### src/rtl/dsc_pkg.sv
package dsc_pkg;

    typedef enum logic {
        SPD_LOW  = 1'b0,
        SPD_HIGH = 1'b1
    } spd_e;

    typedef struct packed {
        spd_e state;
        logic change;
    } ctrl_s;

endpackage

### src/rtl/dsc_event_detect.sv
module dsc_event_detect #(
    parameter int CNT_W = 6
) (
    input  logic [CNT_W-1:0] ind_cnt_i,
    input  logic [CNT_W-1:0] dep_cnt_i,
    input  logic [CNT_W-1:0] ind_thr_i,
    input  logic [CNT_W-1:0] dep_thr_i,
    output logic             starved_o,
    output logic             pressed_o
);

    // Too little ready work for the unit.
    always_comb starved_o = (ind_cnt_i < ind_thr_i);

    // Other units depend heavily on this unit's results.
    always_comb pressed_o = (dep_cnt_i > dep_thr_i);

endmodule

### src/rtl/dsc_window_timer.sv
module dsc_window_timer #(
    parameter int WIN_CYC = 32
) (
    input  logic clk,
    input  logic rst_n,
    input  logic restart_i,
    output logic last_o
);

    localparam int WIN_W = (WIN_CYC > 2) ? $clog2(WIN_CYC) : 1;
    localparam logic [WIN_W-1:0] LAST_POS = WIN_W'(WIN_CYC - 1);

    logic [WIN_W-1:0] pos_d, pos_q;

    always_comb begin
        last_o = (pos_q == LAST_POS);
        pos_d  = pos_q + WIN_W'(1);
        if (restart_i || last_o) begin
            pos_d = '0;
        end
    end

    always_ff @(posedge clk) begin
        if (!rst_n) begin
            pos_q <= '0;
        end else begin
            pos_q <= pos_d;
        end
    end

endmodule

### src/rtl/dsc_event_counter.sv
module dsc_event_counter #(
    parameter int EVT_W = 4
) (
    input  logic             clk,
    input  logic             rst_n,
    input  logic             inc_i,
    input  logic             clear_i,
    output logic [EVT_W-1:0] cnt_o,
    output logic [EVT_W-1:0] nxt_o
);

    localparam logic [EVT_W-1:0] CNT_MAX = {EVT_W{1'b1}};

    logic [EVT_W-1:0] cnt_d, cnt_q;

    always_comb begin
        // Count including this cycle's event, held at the top value.
        if (cnt_q == CNT_MAX) begin
            nxt_o = cnt_q;
        end else begin
            nxt_o = cnt_q + EVT_W'(inc_i);
        end
        cnt_d = clear_i ? '0 : nxt_o;
        cnt_o = cnt_q;
    end

    always_ff @(posedge clk) begin
        if (!rst_n) begin
            cnt_q <= '0;
        end else begin
            cnt_q <= cnt_d;
        end
    end

endmodule

### src/rtl/dsc_speed_ctrl.sv
module dsc_speed_ctrl
    import dsc_pkg::*;
#(
    parameter int CNT_W   = 6,
    parameter int EVT_W   = 4,
    parameter int WIN_CYC = 32
) (
    input  logic             clk,
    input  logic             rst_n,
    input  logic [CNT_W-1:0] ind_cnt_i,
    input  logic [CNT_W-1:0] dep_cnt_i,
    input  logic [CNT_W-1:0] ind_thr_i,
    input  logic [CNT_W-1:0] dep_thr_i,
    input  logic [EVT_W-1:0] interval_i,
    output logic             speed_hi_o,
    output logic             change_o
);

    ctrl_s ctrl_d, ctrl_q;

    logic             starved, pressed;
    logic             evt_hit;
    logic             restart;
    logic             win_last;
    logic             evt_clear;
    logic [EVT_W-1:0] evt_q, evt_nx;

    dsc_event_detect #(.CNT_W(CNT_W)) detect_i (
        .ind_cnt_i (ind_cnt_i),
        .dep_cnt_i (dep_cnt_i),
        .ind_thr_i (ind_thr_i),
        .dep_thr_i (dep_thr_i),
        .starved_o (starved),
        .pressed_o (pressed)
    );

    dsc_window_timer #(.WIN_CYC(WIN_CYC)) window_i (
        .clk       (clk),
        .rst_n     (rst_n),
        .restart_i (restart),
        .last_o    (win_last)
    );

    dsc_event_counter #(.EVT_W(EVT_W)) counter_i (
        .clk     (clk),
        .rst_n   (rst_n),
        .inc_i   (evt_hit),
        .clear_i (evt_clear),
        .cnt_o   (evt_q),
        .nxt_o   (evt_nx)
    );

    always_comb begin
        ctrl_d        = ctrl_q;
        ctrl_d.change = 1'b0;
        restart       = 1'b0;

        // Dependency pressure counts only while slow.
        if (ctrl_q.state == SPD_HIGH) begin
            evt_hit = starved;
        end else begin
            evt_hit = starved | pressed;
        end

        unique case (ctrl_q.state)
            SPD_HIGH: begin
                if (evt_nx > interval_i) begin
                    ctrl_d.state  = SPD_LOW;
                    ctrl_d.change = 1'b1;
                    restart       = 1'b1;
                end
            end
            SPD_LOW: begin
                if (win_last && (evt_nx < interval_i)) begin
                    ctrl_d.state  = SPD_HIGH;
                    ctrl_d.change = 1'b1;
                    restart       = 1'b1;
                end
            end
            default: ctrl_d.state = SPD_HIGH;
        endcase

        evt_clear = restart | win_last;
    end

    always_ff @(posedge clk) begin
        if (!rst_n) begin
            ctrl_q <= '{state: SPD_HIGH, change: 1'b0};
        end else begin
            ctrl_q <= ctrl_d;
        end
    end

    assign speed_hi_o = (ctrl_q.state == SPD_HIGH);
    assign change_o   = ctrl_q.change;

endmodule

### config.mk
export PLATFORM = sky130hd
export DESIGN_NAME = dsc_speed_ctrl
export DESIGN_NICKNAME = d
export VERILOG_FILES = /design/src/rtl/dsc_pkg.sv /design/src/rtl/dsc_event_detect.sv /design/src/rtl/dsc_window_timer.sv /design/src/rtl/dsc_event_counter.sv /design/src/rtl/dsc_speed_ctrl.sv
export SDC_FILE = /design/constraint.sdc
export NUM_CORES = 1
export LEC_CHECK = 0
export ABC_AREA = 0
export BUFFER_PORTS_ARGS = -buffer_cell sky130_fd_sc_hd__buf_2
export CAP_MARGIN = 25
export CORE_MARGIN = 10
export CORE_UTILIZATION = 52
export DETAILED_ROUTE_END_ITERATION = 10
export HOLD_SLACK_MARGIN = 0.06
export PLACE_DENSITY = 0.8
export RECOVER_POWER = 50
export SYNTH_ARGS = -nofsm -noshare
export SYNTH_HDL_FRONTEND = slang
export SYNTH_SLANG_ARGS = --single-unit
### constraint.sdc
create_clock -name clk -period 3.8 [get_ports clk]
set_input_delay 0 -clock clk [delete_from_list [all_inputs] [get_ports clk]]
set_output_delay 0 -clock clk [all_outputs]
set_load 0.005 [all_outputs]
After elaboration in Yosys (flattened, before gate mapping)
Cells that the tools add are included.
{ "classes": {"n_eq_ne": 2, "n_bitwise": 4, "muxes": 8, "add_sub_neg": 2, "n_reduce_logical": 4, "n_lt_le_gt_ge": 4} }
{ "ops": {"columns": ["cell", "count"], "rows": [
  ["6-bit > comparator", 1],
  ["6-bit less-than comparator", 1],
  ["5-bit by 1-bit adder with 5-bit output (second input constant)", 1],
  ["5-bit equality test (second input constant)", 1],
  ["4-bit by 1-bit adder with 4-bit output", 1],
  ["4-bit equality test (second input constant)", 1],
  ["4-bit > comparator", 1],
  ["4-bit less-than comparator", 1],
  ["2-bit 2-to-1 mux", 2],
  ["4-bit 2-to-1 mux", 1],
  ["2-bit case mux with 2 select lines", 1],
  ["2-bit OR reduction", 2],
  ["1-bit 2-to-1 mux", 3],
  ["1-bit inverter", 2],
  ["1-bit bitwise OR", 2],
  ["1-bit case mux with 2 select lines", 1],
  ["1-bit logical AND", 1],
  ["1-bit logical OR", 1]
]} }
{ "totals": {"wordCells": 28, "regBits": 11, "in_bits": 30, "output_inout_bits": 2} }

Depth between registers and ports, before layout
Gate-level depths: netlist of run 1.
{ "depth": {"word_depth": 11, "ltp_mapped": 15, "mapped_depth_nobuf": 15} }

Modules after synthesis
A second synthesis of run 1 with hierarchy kept.
{ "hier_totals": {"hier_cells": 107, "area_unflattened_um2": 944.7} }
{ "modules_own_cells": {"columns": ["module", "cells_per_inst", "n_inst", "seq_area_each_um2", "area_per_inst_um2"], "rows": [
  ["dsc_event_detect", 38, 1, 0.0, 279.0],
  ["dsc_speed_ctrl", 27, 1, 40.0, 250.2],
  ["dsc_window_timer", 19, 1, 100.1, 211.5],
  ["dsc_event_counter", 23, 1, 80.1, 203.9]
]} }

Worst setup path before layout of run 1
OpenSTA, ideal clock, no wires.
{ "synth_timing": {"kind": "input-to-reg", "start": "in dep_thr_i[4]", "end": "reg ctrl_q (netlist bit change_o)", "setup_time_ns": 0.115, "path_stages": 14, "t_arrival_ns": 2.377, "n_path_buf": 0, "setup_slack_ns": 1.308, "required_time_ns": 3.685, "cell_sequence": "inv_1 -> ha_1 -> a21oi_1 -> nand2_1 -> a211oi_1 -> o31ai_1 -> ha_1 -> ha_1 -> a41o_1 -> ha_1 -> nor2b_4 -> o211ai_4 -> a21oi_4 -> o21a_1"} }
{ "synth_via": {"elab_chain_len": 9, "word_cells_on_any_way": 11, "classes_between": "add/sub (1); order compare (3); mux (5); bitwise (1); reduce/logical (1)"} }
{ "synth_lines": {"columns": ["item", "line_no", "text"], "rows": [
  ["from (decl)", "dsc_speed_ctrl.sv:13", "input logic [CNT_W-1:0] dep_thr_i,"],
  ["6-bit > comparator (*)", "dsc_event_detect.sv:16", "always_comb pressed_o = (dep_cnt_i > dep_thr_i);"],
  ["1-bit bitwise OR (*)", "dsc_speed_ctrl.sv:62", "evt_hit = starved | pressed;"],
  ["1-bit 2-to-1 mux (*)", "dsc_speed_ctrl.sv:59", "if (ctrl_q.state == SPD_HIGH) begin"],
  ["4-bit by 1-bit adder with 4-bit output (*)", "dsc_event_counter.sv:21", "nxt_o = cnt_q + EVT_W'(inc_i);"],
  ["4-bit 2-to-1 mux (*)", "dsc_event_counter.sv:18", "if (cnt_q == CNT_MAX) begin"],
  ["via counter_i.nxt_o[1]", "dsc_event_counter.sv:9", "output logic [EVT_W-1:0] nxt_o"],
  ["4-bit less-than comparator", "dsc_speed_ctrl.sv:74", "if (win_last && (evt_nx < interval_i)) begin"],
  ["1-bit logical AND", "dsc_speed_ctrl.sv:74", null],
  ["2-bit 2-to-1 mux", "dsc_speed_ctrl.sv:74", null],
  ["2-bit case mux with 2 select lines (*)", "dsc_speed_ctrl.sv:65", "unique case (ctrl_q.state)"],
  ["to (signal assigned)", "dsc_speed_ctrl.sv:88", "ctrl_q <= '{state: SPD_HIGH, change: 1'b0};"],
  ["to (signal assigned)", "dsc_speed_ctrl.sv:90", "ctrl_q <= ctrl_d;"],
  ["to (decl)", "dsc_speed_ctrl.sv:19", "ctrl_s ctrl_d, ctrl_q;"]
]} }
The timed path passes the listed nets; every way through them passes the cells marked *.
A chain may end at the register's enable or synchronous reset.

Final worst setup path of run 1
{ "layout_timing": {"start": "in dep_cnt_i[4]", "end": "reg window_i.pos_q[2]"} }
{ "layout_via": {"elab_chain_len": 11, "word_cells_on_any_way": 13, "classes_between": "add/sub (1); order compare (3); mux (5); bitwise (1); reduce/logical (3)"} }
{ "layout_lines": {"columns": ["item", "line_no", "text"], "rows": [
  ["from (decl)", "dsc_speed_ctrl.sv:11", "input logic [CNT_W-1:0] dep_cnt_i,"],
  ["6-bit > comparator (*)", "dsc_event_detect.sv:16", null],
  ["1-bit bitwise OR (*)", "dsc_speed_ctrl.sv:62", null],
  ["1-bit 2-to-1 mux (*)", "dsc_speed_ctrl.sv:59", null],
  ["4-bit by 1-bit adder with 4-bit output (*)", "dsc_event_counter.sv:21", null],
  ["4-bit 2-to-1 mux (*)", "dsc_event_counter.sv:18", null],
  ["via counter_i.nxt_o[1]", "dsc_event_counter.sv:9", null],
  ["4-bit less-than comparator", "dsc_speed_ctrl.sv:74", null],
  ["1-bit logical AND", "dsc_speed_ctrl.sv:74", null],
  ["1-bit 2-to-1 mux", "dsc_speed_ctrl.sv:74", null],
  ["1-bit case mux with 2 select lines (*)", "dsc_speed_ctrl.sv:65", null],
  ["1-bit logical OR (*)", "dsc_window_timer.sv:18", "if (restart_i || last_o) begin"],
  ["2-bit OR reduction (no source line) (*)", null, null],
  ["to (signal assigned)", "dsc_window_timer.sv:27", "pos_q <= pos_d;"],
  ["to (decl)", "dsc_window_timer.sv:13", "logic [WIN_W-1:0] pos_d, pos_q;"]
]} }
Marks and branches as above.

==> impl_metrics.json, run 1 <==
{
  "cp.arrival_ns": 3.06,
  "clock.fmax_ghz": 0.340,
  "drv_slew": 0,
  "num-nets-final": 181,
  "syn_avg_cell_area_um2": 9.02,
  "cp_max_fo": 10,
  "clock_tree.htree_level_count": 1,
  "synth_seq_area_share": 0.254,
  "p_leak_uw": 0.000561,
  "first_pass_iters": 5,
  "first_iter_violations": 4,
  "tightest_slew_ns": 0.727,
  "antennaDiodeCount": 0,
  "final.setup.tns_ns": 0,
  "syn_nets": 145,
  "rsz0062_at_grt": "false",
  "endpoint": "window_i.pos_q[2]",
  "io_buffer_count": 31,
  "max-slew-margin-rel": 0.515,
  "utilization": 0.674,
  "crit_path_end_kind": "register",
  "finalPower_uw": 342,
  "synthFlopType": "dfxtp_1",
  "ant_nets": 0,
  "r2r.worst_path.cells": 9,
  "initial_core_util": 0.562,
  "drive_gt1_frac": 0.252,
  "io-pin-count": 32,
  "grt_max_degree": 11,
  "critPathLaunchType": "primary input",
  "postSynthCellCount": 96,
  "post-route-min-period_ns": 2.94,
  "grtUsageTotal": 0.107,
  "clockBufferDepth": 2,
  "area_growth_pct": 19.9,
  "clk_pin_slew_ns": 0.07,
  "place.gp.congestion": 0.758,
  "vdd_drop_max_v": 0.000265,
  "num_rows": 14,
  "grt_pass1_vias": 749,
  "fin_worst_skew_ns": 0.00579,
  "maxCapViolCount": 0,
  "ys_ff_latch": 11,
  "wl_per_cell_um": 13.4,
  "crit_start": "dep_cnt_i[4]",
  "clock_latency_ns": 0.27,
  "cts_made_buffers": 3,
  "post_synth_main_area_contributors": "ha_1 27%, dfxtp_1 25%, inv_1 6.9%, nor3b_1 4.3%, nand3_1 2.9%",
  "rrSetupSlack_ns": 1.01,
  "dp_hpwl_um": 1750,
  "outcome": "completed",
  "antenna_found_initial": 0,
  "timing.rr.end": "window_i.pos_q[2]",
  "worstHoldPathCells": 6,
  "synthMostInstantiatedCell": "ha_1",
  "yosys_warnings": 0,
  "routed_wl_um": 1980,
  "cts_sinks": 11,
  "die_w_um": 60.8,
  "setup_viol_count_final": 0,
  "postCtsSetupRepairBufs": 0,
  "crit_required_ns": 3.91,
  "drc_errors": 0,
  "cts_tree": "yes",
  "vias": 806,
  "min_path_type": "in -> reg",
  "async_reset_ff_frac": 0,
  "worstSetupPathType": "in -> reg",
  "die-area_mm2": 0.00370,
  "viasPerCell": 5.48,
  "yosysTopAreaCell": "ha_1",
  "synth.cell_area_um2": 866,
  "power-per-cell-area_mw_per_mm2": 330,
  "r2r-start": "speed_hi_o",
  "grt_pass1_wl_um": 3150,
  "die_h_um": 60.8,
  "synth_top_cell_area_share": 0.275,
  "hold_viol_final": 0,
  "cts-root-buf": "clkbuf_4",
  "period_share": 0.775,
  "synth_edf_count": 0,
  "synth_cell_types": 30,
  "overflow": 0,
  "core_area_mm2": 0.00154,
  "yosys-top-cells-count": "19 x ha_1, 16 x inv_1, 11 x dfxtp_1"
}
==> report_power, final <==
group / switching (uW) / total, uW / internal [uW]
Sequential: 15.4 / 147 / 132
Clock: 38.2 / 78.9 / 40.7
Combinational: 57.5 / 117 / 59.0
==> what timing repair did <==
| item | CTS | global route |
|---|---|---|
| resized for setup | 0 | 0 |
| hold buffers | 1 | 0 |
| hold endpoints to repair | 2 | 0 |
==> worst min path at each step <==
stage | from | to
final | interval_i[3] | speed_hi_o
after global routing | interval_i[0] | speed_hi_o
after CTS | interval_i[0] | speed_hi_o
after detailed placement | rst_n | speed_hi_o
after global placement | rst_n | speed_hi_o
after floorplan | rst_n | speed_hi_o
==> metal layers <==
| metal | up-vias | GRT usage | wire (um) |
|---|---|---|---|
| met4 | 0 | 0.0282 | 10 |
| met3 | 2 | 0.0459 | 176 |
| met5 | - | 0 | 0 |
| met1 | 370 | 0.103 | 707 |
| li1 | 417 | - | - |
| met2 | 17 | 0.201 | 1080 |
==> logic make-up after synthesis <==
kind of cell | count (synthesis) | synth area share
AOI/OAI and AO/OA | 20 | 0.188
xor gates and xnor gates | 2 | 0.0202
adders and majority gates | 19 | 0.275
buffers and inverters | 17 | 0.0737
DFF | 11 | 0.254
and+or+nand+nor | 27 | 0.189
==> layout by cell type, fill, tap and decap left out <==
| cell type | n |
|---|---|
| xor2_1 | 1 |
| o211ai_1 | 2 |
| ha_1 | 19 |
| a41o_1 | 1 |
| a2111oi_0 | 1 |
| clkbuf_1 | 3 |
| xnor2_1 | 1 |
| o31ai_1 | 1 |
| and3_1 | 1 |
| buf_2 | 29 |
| nand3_1 | 5 |
| and4b_1 | 1 |
| a31oi_1 | 1 |
| o21ai_0 | 2 |
| a21oi_1 | 5 |
| a211oi_1 | 1 |
| nor2b_1 | 1 |
| a21oi_2 | 1 |
| a21boi_0 | 1 |
| nor3_1 | 5 |
| nor3b_1 | 5 |
| inv_1 | 16 |
| nand2_1 | 3 |
| clkbuf_4 | 3 |
| a41oi_1 | 1 |
| nor2_1 | 1 |
| dfxtp_1 | 11 |
| dlygate4sd3_1 | 1 |
| o21a_1 | 3 |
| nand4_1 | 2 |
| nand2b_1 | 3 |
==> critical path, cell delays in order <==
cell and delay, ns:
buf_2 0.10, ha_1 0.31, a21oi_1 0.16, nand2_1 0.06
a211oi_1 0.25, o31ai_1 0.11, ha_1 0.20, ha_1 0.27
a41o_1 0.22, ha_1 0.29, nor2b_1 0.14, o211ai_1 0.16
a21oi_1 0.62, nor3_1 0.16
==> state kept, by name, indices dropped and copies added, names as in the netlist <==
name             flops
change_o             1
counter_i.cnt_o      4
speed_hi_o           1
window_i.pos_q       5
==> per-stage QoR <==
stage / instances / setup WS (ns) / hold slack (ns) / instance area, um2
CTS: 147 / 1.19 / 0.353 / 1070
global route: 147 / 0.569 / 0.427 / 1040
global placement: 142 / 1.06 / 0.209 / 1040
floorplan: 96 / 1.31 / 0.0762 / 866
finish: 147 / 0.856 / 0.345 / 1040
detailed placement: 142 / 0.936 / 0.206 / 1040
==> area by class of cell <==
| class | instances | area [um2] |
|---|---|---|
| Fill cell | 144 | 503 |
| Sequential cell | 11 | 220 |
| Timing Repair Buffer | 32 | 163 |
| Multi-Input combinational cell | 68 | 549 |
| Clock buffer | 4 | 26.3 |
| Tap cell | 16 | 20.0 |
| Inverter | 16 | 60.1 |
Note: power is estimated with default switching activity, not from simulation.
==> run 2: changes to the inputs <==
--- a/config.mk
+++ b/config.mk
@@ -5,14 +5,14 @@
 export SDC_FILE = /design/constraint.sdc
 export NUM_CORES = 1
 export LEC_CHECK = 0
-export ABC_AREA = 0
+export ABC_AREA = 1
 export BUFFER_PORTS_ARGS = -buffer_cell sky130_fd_sc_hd__buf_2
 export CAP_MARGIN = 25
 export CORE_MARGIN = 10
-export CORE_UTILIZATION = 52
+export CORE_UTILIZATION = 48
 export DETAILED_ROUTE_END_ITERATION = 10
 export HOLD_SLACK_MARGIN = 0.06
-export PLACE_DENSITY = 0.8
+export PLACE_DENSITY = 0.74
 export RECOVER_POWER = 50
 export SYNTH_ARGS = -nofsm -noshare
 export SYNTH_HDL_FRONTEND = slang
==> constraint.sdc (replaced) <==
create_clock -name clk -period 2.8 [get_ports clk]
set_input_delay 0 -clock clk [delete_from_list [all_inputs] [get_ports clk]]
set_output_delay 0 -clock clk [all_outputs]
set_load 0.005 [all_outputs]
==> run 2 against run 1 <==
Effect of this change:
- critical path depth is 1 higher
- power is 34% higher
- combinational power is 36% higher
- core utilization is 3.6 points lower
- non-clock buffer count stayed put
- worst setup slack worse by 0.55 ns
- critical endpoint is now counter_i.cnt_o[1]
- clock power is 34% higher
- flip-flop and latch count stayed put
- clock-buffer cell count is 1 lower
- design area is 4.8% higher
- global-route usage is 0.83 points lower
- register-to-register slack worse by 0.70 ns
==> impl_metrics.json, run 2 <==
{
  "worstSetupPathType": "reg -> reg",
  "cts_sinks": 11,
  "critPathLaunchType": "register",
  "cp.depth": 15,
  "yosysTopAreaCell": "ha_1",
  "post-route-min-period_ns": 2.49,
  "clk_pin_slew_ns": 0.07,
  "crit_start": "speed_hi_o",
  "mostFrequentLayoutCells": "30 x buf_2, 28 x inv_1, 19 x ha_1",
  "crit_chain": "a31oi_1 > o21ai_0 > nand2_1 > ha_1 > ha_1 > or2_2 > a21oi_2 > inv_1 > ha_1 > nand2_1 > inv_1 > nand2_1 > nand3_1 > nand3_4 > nor2_1",
  "r2r-start": "speed_hi_o",
  "clock_latency_ns": 0.26,
  "post_synth_main_area_contributors": "ha_1 28%, dfxtp_1 26%, inv_1 12%, nor2_1 7.8%, nand2_1 6.5%",
  "synthFlopType": "dfxtp_1",
  "hold_viol_final": 0,
  "initial_core_util": 0.505,
  "core_area_mm2": 0.00171,
  "cp.buffers_inverters": 2,
  "crit_required_ns": 2.96,
  "power-per-cell-area_mw_per_mm2": 420,
  "overflow": 0,
  "die-area_mm2": 0.00389,
  "final_cell_area_mm2": 0.00109,
  "fin_cells": 179,
  "dp_hpwl_um": 1630,
  "synthMostInstantiatedCell": "inv_1",
  "cp.arrival_ns": 2.65,
  "cp_max_fo": 9,
  "cp_slowest_cell": "dfxtp_1",
  "drive_gt1_frac": 0.247,
  "max-slew-margin-rel": 0.815,
  "num-nets-final": 204,
  "wl_per_cell_um": 10.4,
  "dpl.cell_count": 174,
  "top_register": "window_i.pos_q",
  "p_leak_uw": 0.000676,
  "period_share": 0.890,
  "routed_wl_um": 1860,
  "first_iter_violations": 10,
  "grt_pass1_vias": 813,
  "rrSetupSlack_ns": 0.31,
  "drv_slew": 0,
  "grtUsageTotal": 0.0985,
  "synth_cell_types": 20,
  "vdd_drop_max_v": 0.000318,
  "timing.critical_path.max_delay_family": "simple AND/OR/NAND/NOR gates",
  "die_w_um": 62.4,
  "cts_tree": "yes",
  "cts-root-buf": "clkbuf_4",
  "clock_tree.htree_level_count": 1,
  "place.gp.congestion": 0.698,
  "ant_nets": 0,
  "crit_path_end_kind": "register",
  "antenna_found_initial": 0,
  "clock.fmax_ghz": 0.401,
  "outcome": "completed",
  "syn_avg_cell_area_um2": 7.31,
  "fin_worst_skew_ns": 0.000624,
  "postCtsSetupRepairBufs": 0,
  "timing.rr.end": "counter_i.cnt_o[1]",
  "r2r.worst_path.cells": 15,
  "largest_register_ffs": 5,
  "async_reset_ff_frac": 0,
  "antennaDiodeCount": 0,
  "area_growth_pct": 26.3,
  "ys_ff_latch": 11,
  "synth_top_cell_area_share": 0.276,
  "cts_made_buffers": 3,
  "postSynthCellCount": 118,
  "grt_max_degree": 10,
  "synth.cell_area_um2": 862,
  "min_path_type": "in -> reg",
  "synth_seq_area_share": 0.255,
  "slowest_delay_ns": 0.42,
  "hold_ws_ns": 0.270,
  "endpoint": "counter_i.cnt_o[1]",
  "io-pin-count": 32,
  "tightest_slew_ns": 0.276,
  "vias": 814,
  "final_common_cell": "buf_2",
  "synth_edf_count": 0,
  "final.setup.tns_ns": 0,
  "syn_nets": 167,
  "maxCapViolCount": 0,
  "yosys_warnings": 0,
  "rsz0062_at_grt": "false",
  "first_pass_iters": 4,
  "num_rows": 15,
  "yosys-top-cells-count": "28 x inv_1, 19 x ha_1, 18 x nor2_1, 15 x nand2_1, 11 x dfxtp_1",
  "clockBufferDepth": 2,
  "drc_errors": 0,
  "viasPerCell": 4.55,
  "place_area_mm2": 0.00105,
  "io_buffer_count": 31,
  "finalPower_uw": 458,
  "grt_pass1_wl_um": 3280,
  "setup_viol_count_final": 0,
  "die_h_um": 62.4
}
run 2: cell types whose count changed after synthesis, sizes merged, moves of 2 or more:
cell    delta
nor2      +17
inv       +12
nand2     +12
nor3       -5
nor3b      -5
nand2b     -3
nand3      +3
o21a       -3
o211ai     -2
run 2: logic make-up (layout without fill, tap and decap cells):
| logic type | after synthesis | after routing | share of synthesized area |
|---|---|---|---|
| AND/OR/NAND/NOR | 45 | 45 | 0.241 |
| adder cells (fa/ha/maj) | 19 | 19 | 0.276 |
| buffers and inverters | 28 | 64 | 0.122 |
| AO/OA/AOI/OAI | 13 | 13 | 0.0856 |
| flip-flops | 11 | 11 | 0.255 |
| XOR/XNOR | 2 | 2 | 0.0203 |
run 2: area by class of cell:
class / instances / area (um2)
Clock inverter: 1 / 5.00
Fill cell: 156 / 619
Tap cell: 25 / 31.3
Clock buffer: 3 / 22.5
Timing Repair Buffer: 32 / 164
Multi-Input combinational cell: 79 / 541
Sequential cell: 11 / 220
Inverter: 28 / 105
run 2: worst min-delay path by stage:
| stage | depth (start not counted) | start | endpoint | slack [ns] |
|---|---|---|---|---|
| after CTS | 5 | interval_i[0] | change_o | 0.28 |
| after global routing | 5 | interval_i[0] | change_o | 0.32 |
| after floorplan | 1 | rst_n | speed_hi_o | 0.08 |
| after global placement | 2 | rst_n | speed_hi_o | 0.21 |
| after detailed placement | 2 | rst_n | speed_hi_o | 0.21 |
| final | 6 | interval_i[0] | speed_hi_o | 0.27 |
run 2: worst min-delay path: cells and delay by family:
kind                     cells  cell delay [ns]
adder cells (fa/ha/maj)      1             0.13
buffers and inverters        1             0.08
AND/OR/NAND/NOR              4             0.30
run 2: through the flow:
step | utilization | setup slack (ns)
finish | 0.637 | 0.308
CTS | 0.636 | 0.258
global placement | 0.614 | 0.0462
global route | 0.637 | 0.0229
floorplan | - | 0.347
detailed placement | 0.614 | -0.0110
run 2: metal layers:
metal	routed length (um)	vias up	GRT usage
met5	0	-	0
met4	16	0	0.0419
met3	122	2	0.0341
met2	890	24	0.173
met1	829	342	0.104
li1	-	446	-
run 2: report_power, final:
group	total, uW	internal [uW]	leakage, uW	switching [uW]
combinational	159	75.3	0.000568	83.5
clock	106	52.7	0.0000177	52.8
sequential	193	178	0.0000898	15.1
total	458	306	0.000676	151
run 2: what timing repair did:
action / CTS / global route
endpoints found under the hold margin: 2 / 0
resized for setup: 0 / 1
endpoints found under the setup margin: 0 / 4
hold buffers: 1 / 0
==> run 3: changes to the inputs <==
--- a/config.mk
+++ b/config.mk
@@ -5,9 +5,9 @@
 export SDC_FILE = /design/constraint.sdc
 export NUM_CORES = 1
 export LEC_CHECK = 0
-export ABC_AREA = 1
-export BUFFER_PORTS_ARGS = -buffer_cell sky130_fd_sc_hd__buf_2
+export BUFFER_PORTS_ARGS = -buffer_cell sky130_fd_sc_hd__buf_4
 export CAP_MARGIN = 25
+export CORE_ASPECT_RATIO = 0.9
 export CORE_MARGIN = 10
 export CORE_UTILIZATION = 48
 export DETAILED_ROUTE_END_ITERATION = 10
==> run 3 against run 2 <==
Effect of this change:
- via count fell by 2.6%
- sequential power is 3% higher
- final cell count is 13% lower
- design area up 6.8%
- die area is 0.35% higher
- clock skew grew 0.00069 ns
- global-route usage grew 0.41 points
- worst hold slack better by 0.082 ns
- power is 9.3% higher
- critical endpoint is now change_o
- largest cell class unchanged
- largest power group unchanged
==> impl_metrics.json, run 3 (same netlist as run 1, synthesis figures left out) <==
{
  "largest_register_ffs": 5,
  "cts-root-buf": "clkbuf_4",
  "rsz0062_at_grt": "false",
  "min_path_type": "in -> reg",
  "io-pin-count": 32,
  "worstSetupPathType": "in -> reg",
  "area_growth_pct": 34.2,
  "die_h_um": 60.3,
  "period_share": 0.888,
  "die_w_um": 64.8,
  "antenna_found_initial": 0,
  "overflow": 0,
  "clock.fmax_ghz": 0.402,
  "hold_viol_final": 0,
  "crit_path_end_kind": "register",
  "die-area_mm2": 0.00390,
  "seq_area_um2": 220,
  "cp.arrival_ns": 2.65,
  "cts_resized": 0,
  "first_pass_iters": 4,
  "maxCapViolCount": 0,
  "ant_nets": 0,
  "clockBufferDepth": 2,
  "grt_max_degree": 11,
  "vdd_drop_max_v": 0.000493,
  "setup_viol_count_final": 0,
  "tightest_slew_ns": 0.339,
  "critPathLaunchType": "primary input",
  "postCtsSetupRepairBufs": 0,
  "utilization": 0.684,
  "num-nets-final": 181,
  "clock_tree.htree_level_count": 1,
  "core_area_mm2": 0.00170,
  "initial_core_util": 0.510,
  "fin_worst_skew_ns": 0.00131,
  "cts_sinks": 11,
  "multiInputGateArea_um2": 582,
  "antennaDiodeCount": 0,
  "io_buffer_count": 31,
  "final_cell_area_mm2": 0.00116,
  "outcome": "completed",
  "grt_pass1_wl_um": 3310,
  "place.gp.congestion": 0.768,
  "viasPerCell": 5.12,
  "place_area_mm2": 0.00112,
  "power-per-cell-area_mw_per_mm2": 430,
  "top_register": "window_i.pos_q",
  "wl_per_cell_um": 12.7,
  "cts_tree": "yes",
  "vias": 793,
  "final_common_cell": "buf_4",
  "grtUsageTotal": 0.103,
  "clock_latency_ns": 0.26,
  "drv_slew": 0,
  "drive_gt1_frac": 0.298,
  "first_iter_violations": 12,
  "max-slew-margin-rel": 0.768,
  "final.setup.tns_ns": 0,
  "mostFrequentLayoutCells": "28 x buf_4, 19 x ha_1, 16 x inv_1",
  "cts_hold_buf": 1,
  "cp_max_fo": 10,
  "p_leak_uw": 0.000604,
  "crit_required_ns": 2.96,
  "grt_pass1_vias": 797,
  "post-route-min-period_ns": 2.49,
  "clk_pin_slew_ns": 0.07,
  "dp_hpwl_um": 1720,
  "routed_wl_um": 1960,
  "fillerInstances": 147,
  "drc_errors": 0,
  "cts_made_buffers": 3,
  "num_rows": 14
}
[run 3: changes by cell type in the layout (fill, tap and decap cells not counted), moves of 12 or more]
cell | before | now
inv_1 | 28 | 16
nor2_1 | 18 | 1
buf_2 | 30 | 0
buf_4 | 0 | 28
nand2_1 | 15 | 3
[run 3: final cells by class]
type | count | share of cell area
Clock inverter | 1 | 0.00431
Timing Repair Buffer | 32 | 0.209
Multi-Input combinational cell | 68 | 0.501
Inverter | 16 | 0.0517
Tap cell | 24 | 0.0258
Sequential cell | 11 | 0.189
Clock buffer | 3 | 0.0194
[run 3: path summary, 6_finish.rpt]
| kind | start | cells past startpoint | slack [ns] | end |
|---|---|---|---|---|
| worst min-delay path | interval_i[0] | 5 | 0.35 | speed_hi_o |
| worst min register to register | window_i.pos_q[0] | 1 | 0.47 | window_i.pos_q[0] |
| worst max-delay path | dep_cnt_i[4] | 14 | 0.31 | change_o |
| worst max register to register | speed_hi_o | 9 | 0.47 | change_o |
[run 3: critical path, cell delays in order]
cell      delay (ns)
clkbuf_4        0.11
ha_1            0.31
a21oi_1         0.17
nand2_1         0.07
a211oi_1        0.23
o31ai_1         0.11
ha_1            0.20
ha_1            0.27
a41o_1          0.21
ha_1            0.30
nor2b_4         0.14
o211ai_4        0.21
a21oi_4         0.13
o21a_1          0.20
[run 3: power breakdown]
part	leakage, uW	total [uW]	switching (uW)	internal (uW)
clock network	0.0000177	104	50.9	52.7
logic	0.000496	198	89.1	109
registers	0.0000898	199	20.4	179
[run 3: per-layer routing]
layer	track usage	vias to the layer above	routed length, um
met5	0	-	0
met1	0.110	351	850
met2	0.187	21	961
li1	-	419	-
met4	0.0335	0	10
met3	0.0336	2	137
[run 3: per-stage QoR]
stage	setup slack (ns)	power (uW)	std cells	hold WS [ns]
after global routing	0.0756	544	155	0.384
final	0.312	500	155	0.352
after detailed placement	0.0181	402	150	0.212
after floorplan	0.308	333	96	0.0762
after CTS	0.298	508	155	0.359
after global placement	0.0823	394	150	0.212
